`src/rtl/lcr_pkg.sv`:
```
package lcr_pkg;
  localparam int NUM_WIN = 2;
  localparam logic [7:0] MASK_BYTE = 8'hFF;

  typedef struct packed {
    logic ramWe;
    logic maskRd;
  } ctlStrb_t;
endpackage

```
`src/rtl/lcr_ctl.sv`:
```
module lcr_ctl
  import lcr_pkg::*;
#(
  parameter int DEPTH = 128,
  parameter int WIN_BYTES = 8,
  parameter int BASE0 = 56,
  parameter int BASE1 = 64,
  localparam int ADDR_W = $clog2(DEPTH),
  localparam int OFF_W = $clog2(WIN_BYTES)
) (
  input  logic              clk,
  input  logic              hardRstN,
  input  logic              idxWe,
  input  logic [ADDR_W-1:0] idxIn,
  input  logic              dataWe,
  input  logic              cfgWe,
  input  logic [NUM_WIN-1:0] cfgIn,
  output logic [ADDR_W-1:0] idxQ,
  output logic [NUM_WIN-1:0] lockQ,
  output ctlStrb_t          strb
);
  logic [NUM_WIN-1:0] inWin;

  always_ff @(posedge clk or negedge hardRstN) begin
    if (!hardRstN) begin
      idxQ  <= '0;
      lockQ <= '0;
    end else begin
      if (idxWe) idxQ <= idxIn;
      if (cfgWe) lockQ <= lockQ | cfgIn;
    end
  end

  for (genvar i = 0; i < NUM_WIN; i++) begin : g_win
    localparam logic [ADDR_W-1:0] BaseV = ADDR_W'((i == 0) ? BASE0 : BASE1);
    assign inWin[i] = (idxQ[ADDR_W-1:OFF_W] == BaseV[ADDR_W-1:OFF_W]);
  end

  always_comb begin
    strb.maskRd = |(inWin & lockQ);
    strb.ramWe  = dataWe & ~strb.maskRd;
  end
endmodule

```
`src/rtl/lcr_dp.sv`:
```
module lcr_dp
  import lcr_pkg::*;
#(
  parameter int DEPTH = 128,
  localparam int ADDR_W = $clog2(DEPTH)
) (
  input  logic              clk,
  input  logic [ADDR_W-1:0] idx,
  input  ctlStrb_t          strb,
  input  logic [7:0]        dataIn,
  output logic [7:0]        dataOut
);
  logic [7:0] mem [DEPTH];

  always_ff @(posedge clk) begin
    if (strb.ramWe) mem[idx] <= dataIn;
  end

  assign dataOut = strb.maskRd ? MASK_BYTE : mem[idx];
endmodule

```
`src/rtl/lockable_cmos_ram.sv`:
```
module lockable_cmos_ram
  import lcr_pkg::*;
#(
  parameter int DEPTH = 128,
  parameter int WIN_BYTES = 8,
  parameter int BASE0 = 56,
  parameter int BASE1 = 64,
  localparam int ADDR_W = $clog2(DEPTH)
) (
  input  logic              clk,
  input  logic              hardRstN,
  input  logic              idxWe,
  input  logic [ADDR_W-1:0] idxIn,
  input  logic              dataWe,
  input  logic [7:0]        dataIn,
  output logic [7:0]        dataOut,
  input  logic              cfgWe,
  input  logic [1:0]        cfgIn,
  output logic [1:0]        lockOut
);
  logic [ADDR_W-1:0] idxQ;
  ctlStrb_t strb;

  lcr_ctl #(.DEPTH(DEPTH), .WIN_BYTES(WIN_BYTES), .BASE0(BASE0), .BASE1(BASE1)) u_ctl (
    .clk(clk), .hardRstN(hardRstN), .idxWe(idxWe), .idxIn(idxIn),
    .dataWe(dataWe), .cfgWe(cfgWe), .cfgIn(cfgIn),
    .idxQ(idxQ), .lockQ(lockOut), .strb(strb)
  );

  lcr_dp #(.DEPTH(DEPTH)) u_dp (
    .clk(clk), .idx(idxQ), .strb(strb), .dataIn(dataIn), .dataOut(dataOut)
  );
endmodule

```
`config.mk`:
```
export PLATFORM = sky130hd
export DESIGN_NAME = lockable_cmos_ram
export DESIGN_NICKNAME = d
export VERILOG_FILES = /design/src/rtl/lcr_pkg.sv /design/src/rtl/lcr_ctl.sv /design/src/rtl/lcr_dp.sv /design/src/rtl/lockable_cmos_ram.sv
export SDC_FILE = /design/constraint.sdc
export NUM_CORES = 1
export LEC_CHECK = 0
export BUFFER_PORTS_ARGS = -buffer_cell sky130_fd_sc_hd__buf_2
export CELL_PAD_IN_SITES_DETAIL_PLACEMENT = 0
export CELL_PAD_IN_SITES_GLOBAL_PLACEMENT = 2
export CORE_MARGIN = 2
export CORE_UTILIZATION = 53
export CTS_CLUSTER_SIZE = 12
export DETAILED_ROUTE_END_ITERATION = 6
export PLACE_DENSITY_LB_ADDON = 0.05
export RECOVER_POWER = 50
export SETUP_SLACK_MARGIN = 0.4
export SLEW_MARGIN = 20
export SYNTH_ARGS = -nofsm -noshare
export SYNTH_HDL_FRONTEND = slang
export SYNTH_SLANG_ARGS = --single-unit
```
`constraint.sdc`:
```
create_clock -name clk -period 5.65 [get_ports clk]
set_input_delay 0.2825 -clock clk [delete_from_list [all_inputs] [get_ports clk]]
set_output_delay 0.2825 -clock clk [all_outputs]
set_load 0.005 [all_outputs]
```
# Yosys cells after proc, flatten, opt, wreduce, memory -nomap -nowiden

Memory sizes are Yosys's and may differ from the RTL's.
Cells that the tools add are included.

Register bits: 9
RAM bits: 1024
Word-level logic and storage cells: 13
Output and inout bits: 10
Input bits: 22
Memories kept: 1

Memories:

| name     | depth | bits a word | read ports | clocked after Yosys merged registers in | write ports | line         | source |
|---|---|---|---|---|---|---|---|
| u_dp.mem | 128   | 8           | 1          | 0                                       | 1           | lcr_dp.sv:13 | `logic [7:0] mem [DEPTH];` |

Bitwise operators: 4
Reductions and logical operators: 1
Equality and inequality tests: 2
Multiplexer cells: 3

Operators with widths:

| operator                                             | count |
|---|---|
| two-way mux 8 bit                                    | 1 |
| equality test 4 x 3 -> 1 bit (second input constant) | 1 |
| equality test 4 bit (second input constant)          | 1 |
| bitwise AND 2 bit                                    | 1 |
| two-way mux 1 bit                                    | 2 |
| OR 2 bit                                             | 1 |
| OR reduction 2 bit                                   | 1 |
| bitwise AND 1 bit                                    | 1 |
| inverter 1 bit                                       | 1 |

# Depth between registers and ports, before layout

Gate-level depths: netlist of the first run.

Word-level depth: 7
Gate-level depth with buffers: 11
Depth with buffers taken out: 6

# Modules after synthesis

From an unflattened synthesis of the first run, not the netlist that was laid out.

Cell total of the unflattened synthesis: 2241
Area total of the unflattened synthesis: 40420.0 µm²

Modules (own cells, without submodules):

| module  | cells an instance | area each (µm²) | sequential area each (µm²) | times used |
|---|---|---|---|---|
| lcr_dp  | 2217              | 40029.6         | 30749.5                    | 1 |
| lcr_ctl | 24                | 390.4           | 225.2                      | 1 |

# Least setup slack after synthesis of the first run

Ideal clock, no wire load.

Path kind: reg2reg
Start point: reg u_ctl.idxQ[3]
End point: mem u_dp.mem[100][0], enable pin
Arrival: 2.226 ns
Library setup time: 0.370 ns
Period minus slack after synthesis: 2.596 ns
Stages on the path, launching flop included: 8
Path buffers: 2
Setup slack: 3.054 ns
Required time: 5.280 ns
Cell sequence: dfrtp_1 > and2_1 > clkbuf_1 > a32oi_1 > and3_1 > nand2_1 > clkbuf_1 > nor2_1

Longest elaborated chain between the ends: 7
Elaborated cells on any way between the ends: 8
Classes of those cells: eq/ne: 2; mux: 2; bitwise: 3; reduce/logical: 1

Ends and longest elaborated chain:

| what                                                                | line          | source |
|---|---|---|
| start: declaration                                                  | lcr_ctl.sv:18 | `output logic [ADDR_W-1:0] idxQ,` |
| start signal: assignment                                            | lcr_ctl.sv:29 | `if (idxWe) idxQ <= idxIn;` |
| equality test 4 x 3 -> 1 bit or equality test 4 bit (tied branches) | lcr_ctl.sv:36 | `assign inWin[i] = (idxQ[ADDR_W-1:OFF_W] == BaseV[ADDR_W-1:OFF_W]);` |
| bitwise AND 2 bit                                                   | lcr_ctl.sv:40 | `strb.maskRd = \|(inWin & lockQ);` |
| OR reduction 2 bit                                                  | lcr_ctl.sv:40 |  |
| inverter 1 bit                                                      | lcr_ctl.sv:41 | `strb.ramWe = dataWe & ~strb.maskRd;` |
| bitwise AND 1 bit                                                   | lcr_ctl.sv:41 |  |
| two-way mux 1 bit                                                   | lcr_dp.sv:16  | `if (strb.ramWe) mem[idx] <= dataIn;` |
| two-way mux 1 bit (implied by the code)                             | lcr_dp.sv:16  |  |
| end: declaration                                                    | lcr_dp.sv:13  |  |

Parallel ways exist; a longest one is shown, timed or not.

# Worst setup path in the final report of the first run

Start point: reg u_ctl.idxQ[0]
End point: out dataOut[1]

Longest elaborated chain between the ends: 2

Ends and longest elaborated chain:

| what                      | line                    | source |
|---|---|---|
| memory read (128 x 8 bit) | -                       |  |
| two-way mux 8 bit         | lcr_dp.sv:19            | `assign dataOut = strb.maskRd ? MASK_BYTE : mem[idx];` |
| end: declaration          | lockable_cmos_ram.sv:16 | `output logic [7:0] dataOut,` |

No other way between the ends.

==> impl_metrics.ini, run 1 <==
[floorplan]
top_level_ports = 32
die_x_um = 280
die_area_um2 = 78300
start_util_pct = 53.3
coreArea_um2 = 75700
die_h_um = 280
fp-row-count = 101

[placed_design]
dp_slack_ns = 1.56
dp_hpwl_um = 70500
gp_congestion = 0.859
portBuffers = 31

[timing]
fin_skew_ns = 0.0229
fin_ws_ns = 0.868
worst-slew-pin-transition_ns = 4.09
rsz0062_at_grt = no
slew_headroom_pct = -173
hold_viol_final = 0
max_freq_mhz = 209
post-route-period-util_pct = 84.6
slew_viol_final = 870
timing.setup.tns_ns = 0
setup_viol = 0
fin_crit_ns = 4.78

[logic_synthesis]
muxShareOfSynthArea_pct = 9.80
yosysSeqAreaShare_pct = 76.8
postSynthCellCount = 2184
synth_cell_types = 65
syn_area_um2 = 40300
yosys.area_share.simple_pct = 3.39
yosys.area_share.adder_pct = 0
synth_top_family_by_area = multiplexers
ys_seq_elements = 1033
synth.avg_cell_area_um2 = 18.5
async_flop_share_pct = 0.871
syn_nets = 2206
synth_compound_gate_area_share_pct = 8.06
yosys_warnings = 0
ys.flop_type = edfxtp_1
synth_edf_count = 1024
synth_xor_xnor_area_share_pct = 0

[worst_setup_path]
cp-endpoint = dataOut[1]
path_class = register to primary output
r2r_setup_slack_ns = 1.77
r2r_end = u_dp.mem[101][0]
crit_slowest_cell = dfrtp_4
cp_data_arrival_time_ns = 4.50
cp-end-kind = primary output
crit_family = compound AO/OA/AOI/OAI gates
cpPeakStageDelay_ns = 0.75
worstPathCellList = buf_4 -> nand2b_1 -> o22ai_1 -> a2111oi_0 -> a211oi_1 -> o31ai_1 -> o2111ai_1 -> buf_2
worstPathMaxFanout = 31
path_depth = 8
ff2ff_path_depth = 6
r2r_start = u_ctl.idxQ[3]
startpoint = u_ctl.idxQ[0]
crit_buf_inv = 2
worstPathRequired_ns = 5.37
critPathLaunchType = register

[clocking]
hold_buffers = 11
cts_htree_levels = 3
clk_pin_slew_worst_paths_ns = 0.06
clock_latency_ns = 0.67
ctsResizeCount = 0
cts_sinks = 1033
clockBufferDepth = 3
clockRootBuffer = clkbuf_16
cts-buffers-inserted = 106
post_cts_buffers = 0
cts_tree = built

[power_and_ir_drop]
p_total_mw = 16.3
power.density_nw_per_um2 = 365
max-vdd-ir-drop_mv = 0.265
leakage_nw = 13.8

[outcome]
outcome = finished with violations
violations = capacitance limit, slew limit

[global_routing]
grt_overflow = 0
grt_pass1_wl_um = 166000
grt_util_all_layers_pct = 30.0
grt_pass1_vias = 21953
grt_max_degree = 98
antenna_found_initial = 6

[detailed_routing]
ant_nets = 0
wl_per_cell_um = 35.3
routed_wirelength_um = 116000
drt-initial-drc-count = 2994
dr.pass1.iters = 7
drc = 0
vias = 22452
drt-vias-per-instance = 6.82

[layout]
layout-drive-gt1-share_pct = 17.2
multiInputGateArea_um2 = 8620
fillCellCount = 5581
nets = 2264
seq_area_um2 = 31000
syn2layout_area_growth_pct = 10.9

[hold_path]
min_path_type = input pin to register

[job]
max-cap-violations = 14
layout by cell type (no fill, tap or decap), types with 13 or more instances in the layout:
master	count
o22ai_1	17
edfxtp_1	1024
nand2_1	76
clkbuf_16	108
a221oi_1	139
mux4_2	104
o211ai_1	18
mux2_2	70
buf_2	21
a211oi_1	16
a22oi_1	41
clkbuf_1	49
mux2i_1	68
nor2_1	172
a21oi_1	32
clkinv_1	21
o221ai_1	13
o21ai_0	58
clkinv_2	13
buf_4	38
worst min path at each step:
| stage | start | end | slack, ns | cells past startpoint |
|---|---|---|---|---|
| 6_report | idxIn[1] | u_ctl.idxQ[1] | 0.03 | 3 |
| 5_1_grt | cfgWe | u_ctl.lockQ[1] | 0.04 | 3 |
| 4_1_cts | idxIn[1] | u_ctl.idxQ[1] | 0.005 | 3 |
| 3_5_place_dp | hardRstN | u_ctl.idxQ[1] | 0.21 | 1 |
| 3_3_place_gp | hardRstN | u_ctl.lockQ[0] | 0.21 | 1 |
| 2_1_floorplan | hardRstN | u_ctl.idxQ[0] | -0.01 | 0 |
flip-flops by register name (all words and copies together) (netlist names):
register,count
u_dp.mem,1024
u_ctl.lockQ,2
u_ctl.idxQ,7
power breakdown:
part	total, mW	leakage, nW	internal (mW)	switching [mW]
clock	6.36	1.50	3.58	2.78
combinational	1.43	3.00	0.446	0.985
sequential	8.52	9.30	8.47	0.0455
total	16.3	13.8	12.5	3.81
layer usage:
| metal | wire length, um | GRT usage, % |
|---|---|---|
| met4 | 3650 | 9.50 |
| met3 | 10700 | 6.16 |
| met1 | 47900 | 43.4 |
| met2 | 54100 | 46.2 |
| met5 | 13 | 0 |
synth_stat cells, types with 6 or more instances:
cell,instances,area (um2)
and3_1,7,43.8
clkbuf_1,62,233
o211ai_1,18,135
nand3_1,12,60.1
nor3_1,7,35.0
o22ai_1,17,106
a21oi_1,32,160
dfrtp_1,9,225
nand2b_1,8,50.1
mux2i_1,68,681
and2_1,6,37.5
o2111ai_1,6,52.6
o2bb2ai_1,10,87.6
o221ai_1,13,114
a221o_1,7,70.1
buf_4,12,90.1
a22o_1,6,52.6
nor2b_1,10,62.6
a222oi_1,8,80.1
nand2_1,80,300
buf_1,7,26.3
a22oi_1,41,308
nor2_1,174,653
a221oi_1,139,1220
o21ai_0,58,290
buf_2,59,295
mux2_2,70,788
a211oi_1,16,120
buf_6,8,90.1
edfxtp_1,1024,30700
mux4_2,104,2340
a31oi_1,12,75.1
stage by stage:
stage               cells  util [%]  hold slack [ns]  cell area [um2]
finish               3293      59.1           0.0310            44700
global route         3292      59.1           0.0412            44700
CTS                  3291      59.1          0.00510            44700
detailed placement   3100      54.9            0.212            41600
global placement     3100      54.9            0.209            41600
floorplan            2184         -          -0.0131            40300
layout make-up:
class                   instances  area share (%)
multi-input cells             993            19.3
repair buffers                 99            1.73
clock inverters                35           0.487
well taps                     978            2.74
clock buffers                 145            6.38
flip-flops and latches       1033            69.3
diodes                          1         0.00560
inverters                       9          0.0756
worst register-to-register path, cell delays in order, from the launching register on:
cell and delay [ns]:
dfrtp_4 0.69, and2_1 0.43, a32oi_1 0.27, buf_4 0.21, and3_1 0.30, nand2_2 0.59
nor2_1 0.98
kinds of logic after synthesis:
family | count (synthesis)
buffers and inverters | 158
muxes | 248
DFF | 1033
AOI/OAI and AO/OA | 425
and+or+nand+nor | 320
Note: power is estimated with default switching activity, not from simulation.
==> run 2: changes to the inputs <==
--- a/config.mk
+++ b/config.mk
@@ -5,11 +5,12 @@
 export SDC_FILE = /design/constraint.sdc
 export NUM_CORES = 1
 export LEC_CHECK = 0
+export ABC_AREA = 1
 export BUFFER_PORTS_ARGS = -buffer_cell sky130_fd_sc_hd__buf_2
 export CELL_PAD_IN_SITES_DETAIL_PLACEMENT = 0
 export CELL_PAD_IN_SITES_GLOBAL_PLACEMENT = 2
 export CORE_MARGIN = 2
-export CORE_UTILIZATION = 53
+export CORE_UTILIZATION = 38
 export CTS_CLUSTER_SIZE = 12
 export DETAILED_ROUTE_END_ITERATION = 6
 export PLACE_DENSITY_LB_ADDON = 0.05
==> constraint.sdc (replaced) <==
create_clock -name clk -period 4.25 [get_ports clk]
set_input_delay 0.2125 -clock clk [delete_from_list [all_inputs] [get_ports clk]]
set_output_delay 0.2125 -clock clk [all_outputs]
set_load 0.005 [all_outputs]
==> impl_metrics.ini, run 2 <==
[outcome]
outcome = finished with violations
violations = capacitance limit, slew limit

[detailed_routing]
vias = 28411
dr.pass1.iters = 5
ant_nets = 0
wl_per_cell_um = 21.9
drt-vias-per-instance = 4.73
drc = 0
drt-initial-drc-count = 1827
routed_wirelength_um = 131000

[worst_setup_path]
worstPathCellList = inv_2 -> nor2_4 -> buf_4 -> o211ai_1 -> nand2_1 -> o21ai_1 -> nand2_1 -> nor2_1 -> nor2_1 -> nor2_1 -> nand2_1 -> buf_2
worstPathRequired_ns = 4.04
crit_buf_inv = 3
path_depth = 12
r2r_end = u_dp.mem[109][2]
startpoint = u_ctl.idxQ[2]
worstPathMaxFanout = 28
r2r_setup_slack_ns = 1.15
cp-endpoint = dataOut[0]
critPathLaunchType = register
ff2ff_path_depth = 5
crit_slowest_cell = dfrtp_2
cp-end-kind = primary output
cp_data_arrival_time_ns = 3.53
cpPeakStageDelay_ns = 0.73
path_class = register to primary output
crit_family = simple AND/OR/NAND/NOR gates
r2r_start = u_ctl.idxQ[3]

[power_and_ir_drop]
max-vdd-ir-drop_mv = 0.343
power.density_nw_per_um2 = 461
leakage_nw = 20.7

[layout]
reg.largest.list = u_dp.mem (1024), u_ctl.idxQ (7), u_ctl.lockQ (2)
layout-drive-gt1-share_pct = 8.73
largest_reg_flops = 1024
final_common_cell = nand2_1
multiInputGateArea_um2 = 10800
seq_area_um2 = 31000
regMostFlops = u_dp.mem
fillCellCount = 11129
final_cells = 6002
nets = 4409
final_cell_mix = nand2_1, edfxtp_1, inv_1, nor2_1, nand3_1
syn2layout_area_growth_pct = 14.2

[timing]
post-route-period-util_pct = 88.0
rsz0062_at_grt = yes
max_freq_mhz = 267
setup_viol = 0
fin_crit_ns = 3.74
slew_headroom_pct = -158
slew_viol_final = 967
hold_viol_final = 0
fin_skew_ns = 0.0282
worst-slew-pin-transition_ns = 3.86
timing.setup.tns_ns = 0

[logic_synthesis]
syn_area_um2 = 44200
synth_top_area_share_pct = 69.5
ys_seq_elements = 1033
synth_edf_count = 1024
yosys_warnings = 0
synth.avg_cell_area_um2 = 10.3
synth_area_leaders = edfxtp_1, nand2_1, nor2_1
synth_commonest_cells = nand2_1, edfxtp_1, nor2_1, inv_1, nand3_1
synth_cell_types = 25
syn_nets = 4299
yosysTopAreaCell = edfxtp_1
ys.flop_type = edfxtp_1
synth.most_common_cell = nand2_1
yosysSeqAreaShare_pct = 70.0
async_flop_share_pct = 0.871
postSynthCellCount = 4277

[global_routing]
grt_max_degree = 157
grt_overflow = 0
grt_pass1_vias = 27387
grt_util_all_layers_pct = 21.6
antenna_found_initial = 1
grt_pass1_wl_um = 189000

[placed_design]
dp_hpwl_um = 75100
gp_congestion = 0.772
dp_cells = 5763
portBuffers = 31

[clocking]
clk_pin_slew_worst_paths_ns = 0.06
clockRootBuffer = clkbuf_16
cts_htree_levels = 3
cts_tree = built
clockBufferDepth = 3
cts-buffers-inserted = 115
cts_sinks = 1033
clock_latency_ns = 0.71

[floorplan]
fp-row-count = 125
die_h_um = 345
top_level_ports = 32
die_x_um = 345
start_util_pct = 38.2
die_area_um2 = 119000
coreArea_um2 = 116000

[job]
max-cap-violations = 15

[hold_path]
min_path_type = input pin to register
==> run 2: cell types whose count changed after synthesis, moves of 75 or more <==
cell,previous run,this run
buf_2,59,134
a221oi_1,139,0
nand2_1,80,1907
nor2_1,174,382
mux4_2,104,0
inv_1,5,372
nand3_1,12,170
==> run 2: logic make-up (layout without fill, tap and decap cells) <==
group / after synthesis / in the layout / synth area share [%]
flops: 1033 / 1033 / 70.0
simple gates: 2525 / 2525 / 22.4
compound gates: 138 / 138 / 1.91
buf+inv: 581 / 781 / 5.68
other cells: 0 / 1 / 0
==> run 2: repair_timing <==
| item | CTS | global route |
|---|---|---|
| hold endpoints to repair | 18 | 0 |
| hold buffers | 25 | 0 |
| endpoints found under the setup margin | 3 | 8 |
| cloned | 0 | 3 |
| setup buffers | 0 | 3 |
| gates resized for setup | 2 | 10 |
==> run 2: cell type report <==
class                           count  share of cell area, %
Tap cell                         1524                   3.78
Clock buffer                      138                   6.00
Timing Repair Buffer              197                   3.46
Antenna cell                        1                0.00496
Multi-Input combinational cell   2663                   21.4
Sequential cell                  1033                   61.4
Clock inverter                     69                   1.19
Inverter                          377                   2.86
==> run 2: per-layer routing <==
layer | routed length [um] | part of all wire, % | track usage (%) | vias to the layer above
met2 | 61600 | 47 | 35.2 | 555
met3 | 5760 | 4.4 | 2.86 | 130
li1 | - | - | - | 14049
met5 | 0 | 0 | 0 | -
met4 | 2450 | 1.9 | 5.53 | 0
met1 | 61500 | 47 | 30.5 | 13677
==> run 2: through the flow <==
stage	worst slack [ns]	util (%)	hold slack [ns]	total power, mW	instance area, um2
floorplan	2.14	-	-0.0831	12.7	44200
global placement	1.11	40.2	0.180	13.8	46500
detailed placement	1.13	40.2	0.179	13.8	46500
CTS	0.353	43.6	0.0766	23.5	50400
global route	0.268	43.6	0.233	24.1	50500
finish	0.511	43.6	0.233	23.3	50500
==> run 2: worst register-to-register path, stage by stage (launching register included) <==
cell,delay [ns]
dfrtp_1,0.41
inv_1,0.08
nor2_2,0.66
buf_4,0.38
nand2_1,0.39
nor2_1,0.79
==> run 2: how the worst min path moves through the flow <==
stage / startpoint / end / slack (ns) / cells past startpoint
3_5_place_dp: hardRstN / u_ctl.idxQ[1] / 0.18 / 1
2_1_floorplan: hardRstN / u_ctl.idxQ[0] / -0.08 / 0
5_1_grt: idxWe / u_ctl.idxQ[1] / 0.23 / 3
3_3_place_gp: hardRstN / u_ctl.idxQ[6] / 0.18 / 1
6_report: idxWe / u_ctl.idxQ[1] / 0.23 / 3
4_1_cts: dataIn[2] / u_dp.mem[83][2] / 0.08 / 1
==> run 2: report_power, final <==
group	internal (mW)	total [mW]	leakage (nW)	switching [mW]
Clock	5.63	9.69	1.78	4.06
Sequential	11.3	11.3	9.30	0.0284
Combinational	0.570	2.28	9.62	1.71
Total	17.5	23.3	20.7	5.79
